===== config.mk =====
export PLATFORM = sky130hd
export DESIGN_NAME = i2c_ctl_reg
export DESIGN_NICKNAME = d
export VERILOG_FILES = /design/src/rtl/i2c_ctl_pkg.sv /design/src/rtl/i2c_ctl_next.sv /design/src/rtl/i2c_ctl_drive.sv /design/src/rtl/i2c_ctl_reg.sv
export SDC_FILE = /design/constraint.sdc
export NUM_CORES = 1
export LEC_CHECK = 0
export BUFFER_PORTS_ARGS = -buffer_cell sky130_fd_sc_hd__buf_2
export CAP_MARGIN = 20
export CORE_AREA = 2 2 39 41
export CTS_BUF_LIST = sky130_fd_sc_hd__clkbuf_16
export DETAILED_ROUTE_END_ITERATION = 7
export DIE_AREA = 0 0 41 43
export GPL_ROUTABILITY_DRIVEN = 0
export MAX_ROUTING_LAYER = met4
export PLACE_DENSITY = 0.88
export SETUP_SLACK_MARGIN = 0.4
export SYNTH_ARGS = -nofsm -noshare
export SYNTH_HDL_FRONTEND = slang
export SYNTH_HIERARCHICAL = 1
export SYNTH_SLANG_ARGS = --single-unit

===== constraint.sdc =====
create_clock -name clk -period 1 [get_ports clk]
set_input_delay 0 -clock clk [delete_from_list [all_inputs] [get_ports clk]]
set_output_delay 0 -clock clk [all_outputs]
set_load 0.01 [all_outputs]

===== src/rtl/i2c_ctl_pkg.sv =====
package i2c_ctl_pkg;
  localparam int DATA_W   = 8;
  localparam int BIT_PE   = 5;
  localparam int BIT_GC   = 4;
  localparam int BIT_STA  = 3;
  localparam int BIT_ACK  = 2;
  localparam int BIT_STO  = 1;
  localparam int BIT_ITE  = 0;
  localparam int CTL_BITS = 6;

  typedef struct packed {
    logic pe;
    logic gc;
    logic start;
    logic ack;
    logic stop;
    logic ite;
  } ctl_bits_t;
endpackage


===== src/rtl/i2c_ctl_next.sv =====
module i2c_ctl_next
  import i2c_ctl_pkg::*;
(
  input  ctl_bits_t         cur,
  input  logic              wr_en,
  input  logic [DATA_W-1:0] wr_data,
  input  logic              is_master,
  input  logic              ev_start_sent,
  input  logic              ev_stop_sent,
  output ctl_bits_t         nxt
);
  logic unused_rsvd;
  assign unused_rsvd = ^wr_data[DATA_W-1:CTL_BITS];

  always_comb begin
    nxt = cur;
    if (wr_en) begin
      if (!cur.pe) begin
        // disabled: enabling write stores only the enable bit
        if (wr_data[BIT_PE]) nxt.pe   = 1'b1;
        else                 nxt.stop = wr_data[BIT_STO];
      end else begin
        nxt.pe    = wr_data[BIT_PE];
        nxt.gc    = wr_data[BIT_GC];
        nxt.start = wr_data[BIT_STA];
        nxt.ack   = wr_data[BIT_ACK];
        nxt.stop  = wr_data[BIT_STO];
        nxt.ite   = wr_data[BIT_ITE];
      end
    end
    // hardware clears override software writes
    if (ev_start_sent)             nxt.start = 1'b0;
    if (is_master && ev_stop_sent) nxt.stop  = 1'b0;
    if (!nxt.pe) begin
      nxt.gc    = 1'b0;
      nxt.start = 1'b0;
      nxt.ack   = 1'b0;
      nxt.ite   = 1'b0;
    end
  end
endmodule


===== src/rtl/i2c_ctl_drive.sv =====
module i2c_ctl_drive
  import i2c_ctl_pkg::*;
#(
  parameter int FLAG_W = 4
) (
  input  ctl_bits_t         q,
  input  logic              is_master,
  input  logic              ev_start_sent,
  input  logic              ev_stop_sent,
  input  logic              ev_byte_done,
  input  logic [FLAG_W-1:0] hold_flags,
  output logic [DATA_W-1:0] rd_data,
  output logic              master_stop_req,
  output logic              slave_release_req,
  output logic              bus_release,
  output logic              irq,
  output logic              scl_hold
);
  localparam int RSVD_W = DATA_W - CTL_BITS;

  logic any_event;

  always_comb begin
    rd_data           = {{RSVD_W{1'b0}}, q};
    any_event         = ev_start_sent | ev_stop_sent | ev_byte_done;
    bus_release       = ~q.pe;
    master_stop_req   = q.pe & q.stop & is_master;
    slave_release_req = q.pe & q.stop & ~is_master;
    irq               = q.ite & any_event;
    scl_hold          = q.pe & (|hold_flags);
  end
endmodule


===== src/rtl/i2c_ctl_reg.sv =====
module i2c_ctl_reg
  import i2c_ctl_pkg::*;
#(
  parameter int FLAG_W = 4
) (
  input  logic              clk,
  input  logic              rst_n,
  input  logic              wr_en,
  input  logic [7:0]        wr_data,
  output logic [7:0]        rd_data,
  input  logic              is_master,
  input  logic              ev_start_sent,
  input  logic              ev_stop_sent,
  input  logic              ev_byte_done,
  input  logic [FLAG_W-1:0] hold_flags,
  output logic              ctl_enable,
  output logic              gcall_en,
  output logic              start_req,
  output logic              ack_en,
  output logic              master_stop_req,
  output logic              slave_release_req,
  output logic              bus_release,
  output logic              irq,
  output logic              scl_hold
);
  logic [1:0] rst_sync_q;
  logic       rst_int_n;
  ctl_bits_t  ctl_q;
  ctl_bits_t  ctl_d;
  logic       ctl_ce;

  // asynchronous assert, synchronous release
  always_ff @(posedge clk or negedge rst_n) begin
    if (!rst_n) rst_sync_q <= 2'b00;
    else        rst_sync_q <= {rst_sync_q[0], 1'b1};
  end
  assign rst_int_n = rst_sync_q[1];

  i2c_ctl_next u_next (
    .cur           (ctl_q),
    .wr_en         (wr_en),
    .wr_data       (wr_data),
    .is_master     (is_master),
    .ev_start_sent (ev_start_sent),
    .ev_stop_sent  (ev_stop_sent),
    .nxt           (ctl_d)
  );

  assign ctl_ce = wr_en | ev_start_sent | ev_stop_sent;

  always_ff @(posedge clk or negedge rst_int_n) begin
    if (!rst_int_n)  ctl_q <= '0;
    else if (ctl_ce) ctl_q <= ctl_d;
  end

  i2c_ctl_drive #(.FLAG_W(FLAG_W)) u_drive (
    .q                 (ctl_q),
    .is_master         (is_master),
    .ev_start_sent     (ev_start_sent),
    .ev_stop_sent      (ev_stop_sent),
    .ev_byte_done      (ev_byte_done),
    .hold_flags        (hold_flags),
    .rd_data           (rd_data),
    .master_stop_req   (master_stop_req),
    .slave_release_req (slave_release_req),
    .bus_release       (bus_release),
    .irq               (irq),
    .scl_hold          (scl_hold)
  );

  assign ctl_enable = ctl_q.pe;
  assign gcall_en   = ctl_q.gc;
  assign start_req  = ctl_q.start;
  assign ack_en     = ctl_q.ack;

  AST_FIRST_WRITE_PE_ONLY: assert property (@(posedge clk) disable iff (!rst_int_n)
    (wr_en && !ctl_q.pe && wr_data[BIT_PE]) |=> (ctl_q.pe && rd_data[4:0] == $past(rd_data[4:0])));
  AST_DISABLED_CLEARS: assert property (@(posedge clk) disable iff (!rst_int_n)
    !ctl_q.pe |-> (!ctl_q.gc && !ctl_q.start && !ctl_q.ack && !ctl_q.ite && bus_release));
  AST_START_SENT_CLEARS: assert property (@(posedge clk) disable iff (!rst_int_n)
    ev_start_sent |=> !start_req);
  AST_MASTER_STOP_CLEARS: assert property (@(posedge clk) disable iff (!rst_int_n)
    (is_master && ev_stop_sent) |=> !ctl_q.stop);
  AST_SLAVE_STOP_KEPT: assert property (@(posedge clk) disable iff (!rst_int_n)
    (!is_master && !wr_en && ctl_q.stop) |=> ctl_q.stop);
  AST_IRQ_NEEDS_ENABLE: assert property (@(posedge clk) disable iff (!rst_int_n)
    irq |-> (ctl_q.ite && (ev_start_sent || ev_stop_sent || ev_byte_done)));
  AST_HOLD_NEEDS_ENABLE: assert property (@(posedge clk) disable iff (!rst_int_n)
    scl_hold |-> ctl_enable);
endmodule


==> metrics, run 1 <==
final setup violation count=12; # clock sinks=8; M1 GR Usage=17.51%; dpl hpwl=998.7 um; reg2reg setup slack=-0.27 ns; global-route wire length before repair=1.835 mm; Routed Antenna Nets=0; H-tree depth=1; WP data arrival=1.38 ns; CTS buffer count=3; Ys Warns=6; Fin Clk Skew=0.002182 ns; DR WL/cell=12.95 um; RR Endpoint=ctl_q[1]; fin. max-slew vios=0; crit-path max FO=5; worst-case reg-to-reg path depth=4; DRC=0; root buffer selected by CTS=clkbuf_16; Register Area=201.4 um^2; CTS tree=built; syn_area_per_cell=10.22 um^2; Starting DRT DRC Count=1; busiest grt layer=met2; Max IR drop VDD=0.001208 V; RSZ-0062 raised after global routing=true; Max-Cap Viols=0; CP Launch Type=register; post-synthesis sequential area ratio=36.95%; DRT Wirelength=1.386 mm; clock slew at reported path FFs=0.04 ns; total grt overflow=0; setup_tns=-1.909 ns; vias=525; die height=43 um; Multi-input gate area=301.5 um^2; core area=1384 um^2; largest net degree at the start of global routing=13; outcome=finished, violations left; fmax=790.0 MHz; kind of critical path=reg2reg; post-synthesis cell area=541.8 um^2; final worst slack=-0.2658 ns; vias in the first global route=443; Site Rows=14; All-Layer GR Usage=16.08%; clock buffer depth=2; Initial Util=39.15%; M3 GR Usage=3.141%; DP Worst Slack=-0.2509 ns; layout cells sized above 1=64.84%; Antenna Cells=0; RR Startpoint=ctl_enable; Cell variety after synth=23; leakage power=0.4784 nW; register bit total from synthesis=8; cell area power density=1529 nW/um^2; DR vias/cell=4.907; Initial DRT Pass Iterations=2; Tmin final=1.266 ns; hold crit path type=in2async; initial antenna violation count=0; num ports=36; PortBufs=31; failing checks=setup timing; Synth Instances=53; Layout fillers=115; Power Total=1.412 mW; fin cells=107; DIE AREA=1763 um^2; layout net count=111; Layout Area Growth over Synthesis=70.44%; Placed Instances=100; Final Hold Viols=0; critical path data required time=1.11 ns; die width=41 um; GRT met2 Usage=26.25%; Worst setup EP type=register; final period utilization=126.6%; Clock Latency Late Sink=0.23 ns
-- registers in the layout, summed over array words and instances, names as in the netlist --
| register | flops |
|---|---|
| ctl_q | 2 |
| start_req | 1 |
| ack_en | 1 |
| ctl_enable | 1 |
| gcall_en | 1 |
| rst_sync_q | 2 |
-- layout by cell type (no fill, tap or decap), types with 3 or more instances in the layout --
cell type and count:
a22o_1 3, buf_2 24, buf_4 4, buf_6 13, clkbuf_16 3, conb_1 3
dfrtp_1 7, inv_1 5, mux2_4 4, nand3_1 3, o21ai_0 3
-- worst max path at each step --
stage               start  endpoint  slack [ns]  cells past startpoint
3_5_place_dp   ctl_enable  ctl_q[1]       -0.25                      4
6_report       ctl_enable  ctl_q[1]       -0.27                      4
2_1_floorplan  ctl_enable  ctl_q[1]       -0.28                      4
4_1_cts        ctl_enable  ctl_q[1]       -0.26                      4
5_1_grt        ctl_enable  ctl_q[1]       -0.29                      4
3_3_place_gp   ctl_enable  ctl_q[1]       -0.21                      4
-- logic make-up after synthesis --
group / after synthesis / share of synthesized area, %
flops: 8 / 36.95
mux: 6 / 12.47
compound gates: 13 / 18.94
buf+inv: 13 / 14.78
simple gates: 11 / 15.48
other cells: 2 / 1.386
-- per-layer routing --
metal / part of all wire [%] / up-vias
met1: 39 / 241
met5: 0 / -
met3: 6.4 / 2
met4: 1.1 / 0
li1: - / 257
met2: 53 / 25
-- synth_stat cells (all sizes together) --
| library cell | instances | area share (%) |
|---|---|---|
| a21boi | 1 | 1.4 |
| a21o | 1 | 1.4 |
| a21oi | 1 | 1.6 |
| a22o | 3 | 4.9 |
| a2bb2oi | 1 | 1.6 |
| and3 | 2 | 2.3 |
| and3b | 2 | 3.9 |
| buf | 9 | 12 |
| conb | 2 | 1.4 |
| dfrtp | 8 | 37 |
| inv | 4 | 2.8 |
| mux2 | 6 | 12 |
| nand2b | 1 | 1.2 |
| nand3 | 3 | 2.8 |
| nand4 | 1 | 1.2 |
| nor2b | 1 | 1.2 |
| nor3 | 1 | 3.0 |
| o21ai | 4 | 4.4 |
| o31a | 1 | 1.6 |
| o41a | 1 | 2.1 |
-- report_power, final --
group	internal, mW	switching (mW)
sequential	0.350	0.0259
combinational	0.216	0.143
clock	0.521	0.156
-- through the flow --
| step | cell area, um^2 | hold WS [ns] | utilization (%) |
|---|---|---|---|
| floorplan | 561.8 | -0.2956 | - |
| CTS | 870.8 | 0.07261 | 62.93 |
| detailed placement | 732.0 | -0.2134 | 52.89 |
| global placement | 732.0 | -0.2150 | 52.89 |
| finish | 923.4 | 0.07838 | 66.73 |
| global route | 923.4 | 0.09985 | 66.73 |
-- what timing repair did --
| action | in CTS | in global routing |
|---|---|---|
| hold buffers | 1 | 0 |
| endpoints found under the setup margin | 21 | 21 |
| endpoints found under the hold margin | 2 | 0 |
| setup buffers | 1 | 1 |
| gates resized for setup | 8 | 10 |
| pin swaps | 1 | 4 |
-- critical path, stage by stage, from the launching register on --
cell and delay, ns:
dfrtp_2 0.42, nand2b_4 0.14, and3_4 0.16, a2bb2oi_2 0.15, mux2_4 0.27
-- final cells by class --
class	count	share of cell area (%)
Clock inverter	1	0.4065
Multi-Input combinational cell	33	32.66
Timing Repair Buffer	42	33.20
Inverter	4	1.626
Clock buffer	3	8.130
Tap cell	16	2.168
Sequential cell	8	21.82
Power figures use the tool's default switching activity.
==> run 2: changes to the inputs <==
SKIP_CTS_REPAIR_TIMING = 1   (was default)
==> metrics, run 2 (synthesis results as in run 1) <==
outcome=finished, violations left; failing checks=setup timing; final worst slack=-0.2654 ns; Site Rows=14; DRC=0; Crit path buffers/inverters=0; Initial DRT Pass Iterations=2; Max IR drop VDD=0.001206 V; layout cells sized above 1=64.44%; Antenna Cells=0; root buffer selected by CTS=clkbuf_16; DR vias/cell=4.887; core area=1384 um^2; Max-Cap Viols=0; Final Hold Viols=0; DP Worst Slack=-0.2509 ns; vias=518; die height=43 um; Worst Hold Slack=0.07934 ns; Placed Instances=100; Clock Latency Late Sink=0.23 ns; crit-path max FO=5; clock slew at reported path FFs=0.04 ns; kind of critical path=reg2reg; fmax=790.3 MHz; Starting DRT DRC Count=7; PortBufs=31; RR Startpoint=ctl_enable; CTS tree=built; Multi-input gate area=301.5 um^2; DR WL/cell=13.07 um; reg2reg setup slack=-0.27 ns; fin cells=106; WP data arrival=1.38 ns; sequence of cells on the critical path=nand2b_4, and3_4, a2bb2oi_2, mux2_4; RSZ-0062 raised after global routing=true; leakage power=0.4722 nW; Fin Clk Skew=0.002147 ns; H-tree depth=1; setup_tns=-1.902 ns; Worst setup EP type=register; DIE AREA=1763 um^2; Top Registers=ctl_q: 2 flops, rst_sync_q: 2 flops; Power Total=1.401 mW; RR Endpoint=ctl_q[1]; fin. max-slew vios=0; Tmin final=1.265 ns; Layout fillers=115; CTS buffer count=3; # clock sinks=8; Placed Area=732.0 um^2; CP top delay family=flip-flops; final setup violation count=12; final period utilization=126.5%; All-Layer GR Usage=15.34%; initial antenna violation count=0; worst-case reg-to-reg path depth=4; Max stage delay on crit path=0.42 ns; num ports=36; layout net count=110; hold crit path type=in2async; Register Area=201.4 um^2; most frequent cells in the layout=24 x buf_2, 12 x buf_6, 7 x dfrtp_1; Crit-path slowest cell=dfrtp_2; total grt overflow=0; CP Launch Type=register; commonest non-fill, non-tap cell in the layout=buf_2; DRT Wirelength=1.385 mm; fin util=65.91%; largest net degree at the start of global routing=13; cell area power density=1535 nW/um^2; die width=41 um; Routed Antenna Nets=0; WP depth=4; Initial Util=39.15%; final instance area=912.1 um^2; dpl hpwl=998.7 um; global-route wire length before repair=1.738 mm; vias in the first global route=417; critical path data required time=1.11 ns; clock buffer depth=2; Layout Area Growth over Synthesis=68.36%
==> run 2: worst max path at each step <==
stage | start | slack (ns) | to
floorplan | ctl_enable | -0.28 | ctl_q[1]
global placement | ctl_enable | -0.21 | ctl_q[1]
detailed placement | ctl_enable | -0.25 | ctl_q[1]
CTS | ctl_enable | -0.26 | ctl_q[1]
global route | ctl_enable | -0.29 | ctl_q[1]
finish | ctl_enable | -0.27 | ctl_q[1]
==> run 2: cell type report <==
type	instances	area share (%)
multi-input cells	33	33.06
repair buffers	41	32.37
flip-flops and latches	8	22.09
clock buffers	3	8.230
well taps	16	2.195
inverters	4	1.646
clock inverters	1	0.4115
==> run 2: where the power goes <==
group          leakage [nW]  internal, mW  switching [mW]
sequential            0.102         0.350          0.0262
clock                0.0423         0.521           0.157
combinational         0.328         0.207           0.141
==> run 2: routing by layer <==
metal | global-route usage (%) | part of all wire (%)
met5 | - | 0
met4 | 8.000 | 1.1
met3 | 3.141 | 7.0
met2 | 25.62 | 53
met1 | 15.82 | 39
==> run 3: changes to the inputs <==
PLACE_DENSITY = 0.81   (was 0.88)
SYNTH_HIERARCHICAL = default   (was 1)
==> metrics, run 3 <==
H-tree depth=1; Initial Util=32.82%; outcome=finished, violations left; crit-path max FO=5; Antenna Cells=0; core area=1384 um^2; WP data arrival=1.05 ns; largest area contributor in the netlist=dfrtp_1; Placed Instances=90; fin cells=97; final worst slack=-0.05429 ns; post-synthesis cell area=454.2 um^2; Crit-path slowest cell=dfrtp_2; root buffer selected by CTS=clkbuf_16; Final Hold Viols=1; DR vias/cell=4.639; Starting DRT DRC Count=6; failing checks=hold timing, setup timing; Top Registers=ctl_q: 2 flops, rst_sync_q: 2 flops; Site Rows=14; Async S/R FF share, synth=100.0%; Register Area=201.4 um^2; DRT Wirelength=1.059 mm; most frequent cells in the layout=28 x buf_2, 7 x dfrtp_1; CP Launch Type=register; Initial DRT Pass Iterations=2; Ys Warns=0; final setup violation count=9; DR WL/cell=10.92 um; layout net count=102; # clock sinks=8; vias in the first global route=403; Fin Clk Skew=0.002713 ns; top_reg_cell synth=dfrtp_1; num ports=36; Routed Antenna Nets=0; DRC=0; CP top delay family=flip-flops; Synth Instances=48; critical path data required time=1.00 ns; EDFF count, synth=0; Worst Hold Slack=-0.04977 ns; DIE AREA=1763 um^2; post-synth top area share=44.08%; RSZ-0062 raised after global routing=true; syn_area_per_cell=9.462 um^2; dpl hpwl=821.4 um; Max IR drop VDD=0.0009940 V; clock slew at reported path FFs=0.04 ns; CTS buffer count=3; kind of critical path=reg2out; fmax=948.5 MHz; sequence of cells on the critical path=buf_6, and3_4, buf_6; fin. max-slew vios=0; most numerous cell in the Yosys netlist=dfrtp_1; commonest non-fill, non-tap cell in the layout=buf_2; leakage power=0.3849 nW; Multi-input gate area=195.2 um^2; Max-Cap Viols=0; Area contributors post-synth=dfrtp_1 44%, buf_4 9.9%, nand4_1 5.5%; PortBufs=31; Clock Latency Late Sink=0.23 ns; layout cells sized above 1=62.96%; All-Layer GR Usage=15.00%; register bit total from synthesis=8; clock buffer depth=2; Worst setup EP type=output port; hold crit path type=in2reg; die height=43 um; final period utilization=105.4%; Layout fillers=136; Crit path buffers/inverters=2; CTS tree=built; Max stage delay on crit path=0.43 ns; Cell variety after synth=20; cell area power density=1715 nW/um^2; largest net degree at the start of global routing=10; die width=41 um; total grt overflow=0; CP dominant cell by count=buf_6; initial antenna violation count=0; post-synthesis sequential area ratio=44.08%; global-route wire length before repair=1.649 mm; commonest cells in the netlist=8 x dfrtp_1, 6 x buf_4, 5 x inv_1; vias=450; Tmin final=1.054 ns; Layout Area Growth over Synthesis=61.98%
-- run 3: power breakdown --
part / leakage, nW / switching [mW] / total, mW / internal (mW)
clock network: 0.0370 / 0.148 / 0.663 / 0.515
registers: 0.102 / 0.0224 / 0.370 / 0.348
logic: 0.246 / 0.111 / 0.229 / 0.119
-- run 3: final timing paths --
kind	from	endpoint	slack, ns	cells after the start
worst max register to register	ctl_enable	ctl_q[0]	-0.04	3
worst min-delay path	ev_start_sent	start_req	-0.05	2
worst min register to register	rst_sync_q[1]	ack_en	0.08	0
worst max-delay path	ctl_enable	master_stop_req	-0.05	3
max in group asynchronous	rst_sync_q[1]	ctl_enable	0.70	0
min in group asynchronous	rst_sync_q[1]	ack_en	0.08	0
-- run 3: worst register-to-register path: stages, from the launching register on --
cell and delay [ns]:
dfrtp_2 0.43, or2_4 0.26, o22ai_4 0.14, o21ai_1 0.08
-- run 3: cell type report --
| type | count | area share (%) |
|---|---|---|
| Multi-Input combinational cell | 28 | 26.53 |
| Inverter | 5 | 2.551 |
| Timing Repair Buffer | 37 | 30.61 |
| Tap cell | 16 | 2.721 |
| Clock buffer | 3 | 10.20 |
| Sequential cell | 8 | 27.38 |
-- run 3: logic make-up after synthesis --
kind of cell           count (synthesis)  share of synthesized area, %
buffers and inverters                 13                         19.01
other                                  2                         1.654
and+or+nand+nor                       16                         20.94
AOI/OAI and AO/OA                      9                         14.32
DFF                                    8                         44.08
-- run 3: per-stage QoR --
stage / instance area, um^2 / setup TNS, ns / power, mW / util [%] / setup slack [ns]
after floorplan: 465.4 / -0.4002 / 0.4892 / - / -0.1041
after global placement: 588.1 / -0.03214 / 0.5515 / 42.50 / -0.01093
after detailed placement: 588.1 / -0.1335 / 0.5572 / 42.50 / -0.04992
after CTS: 663.1 / -0.5419 / 1.233 / 47.92 / -0.1154
after global routing: 735.7 / -0.6373 / 1.323 / 53.16 / -0.08077
final: 735.7 / -0.3111 / 1.262 / 53.16 / -0.05429
-- run 3: per-layer routing --
| layer | wire length, um | global-route usage (%) |
|---|---|---|
| met1 | 406 | 16.39 |
| met3 | 76 | 4.712 |
| met2 | 549 | 22.19 |
| met5 | 0 | - |
| met4 | 27 | 10.00 |
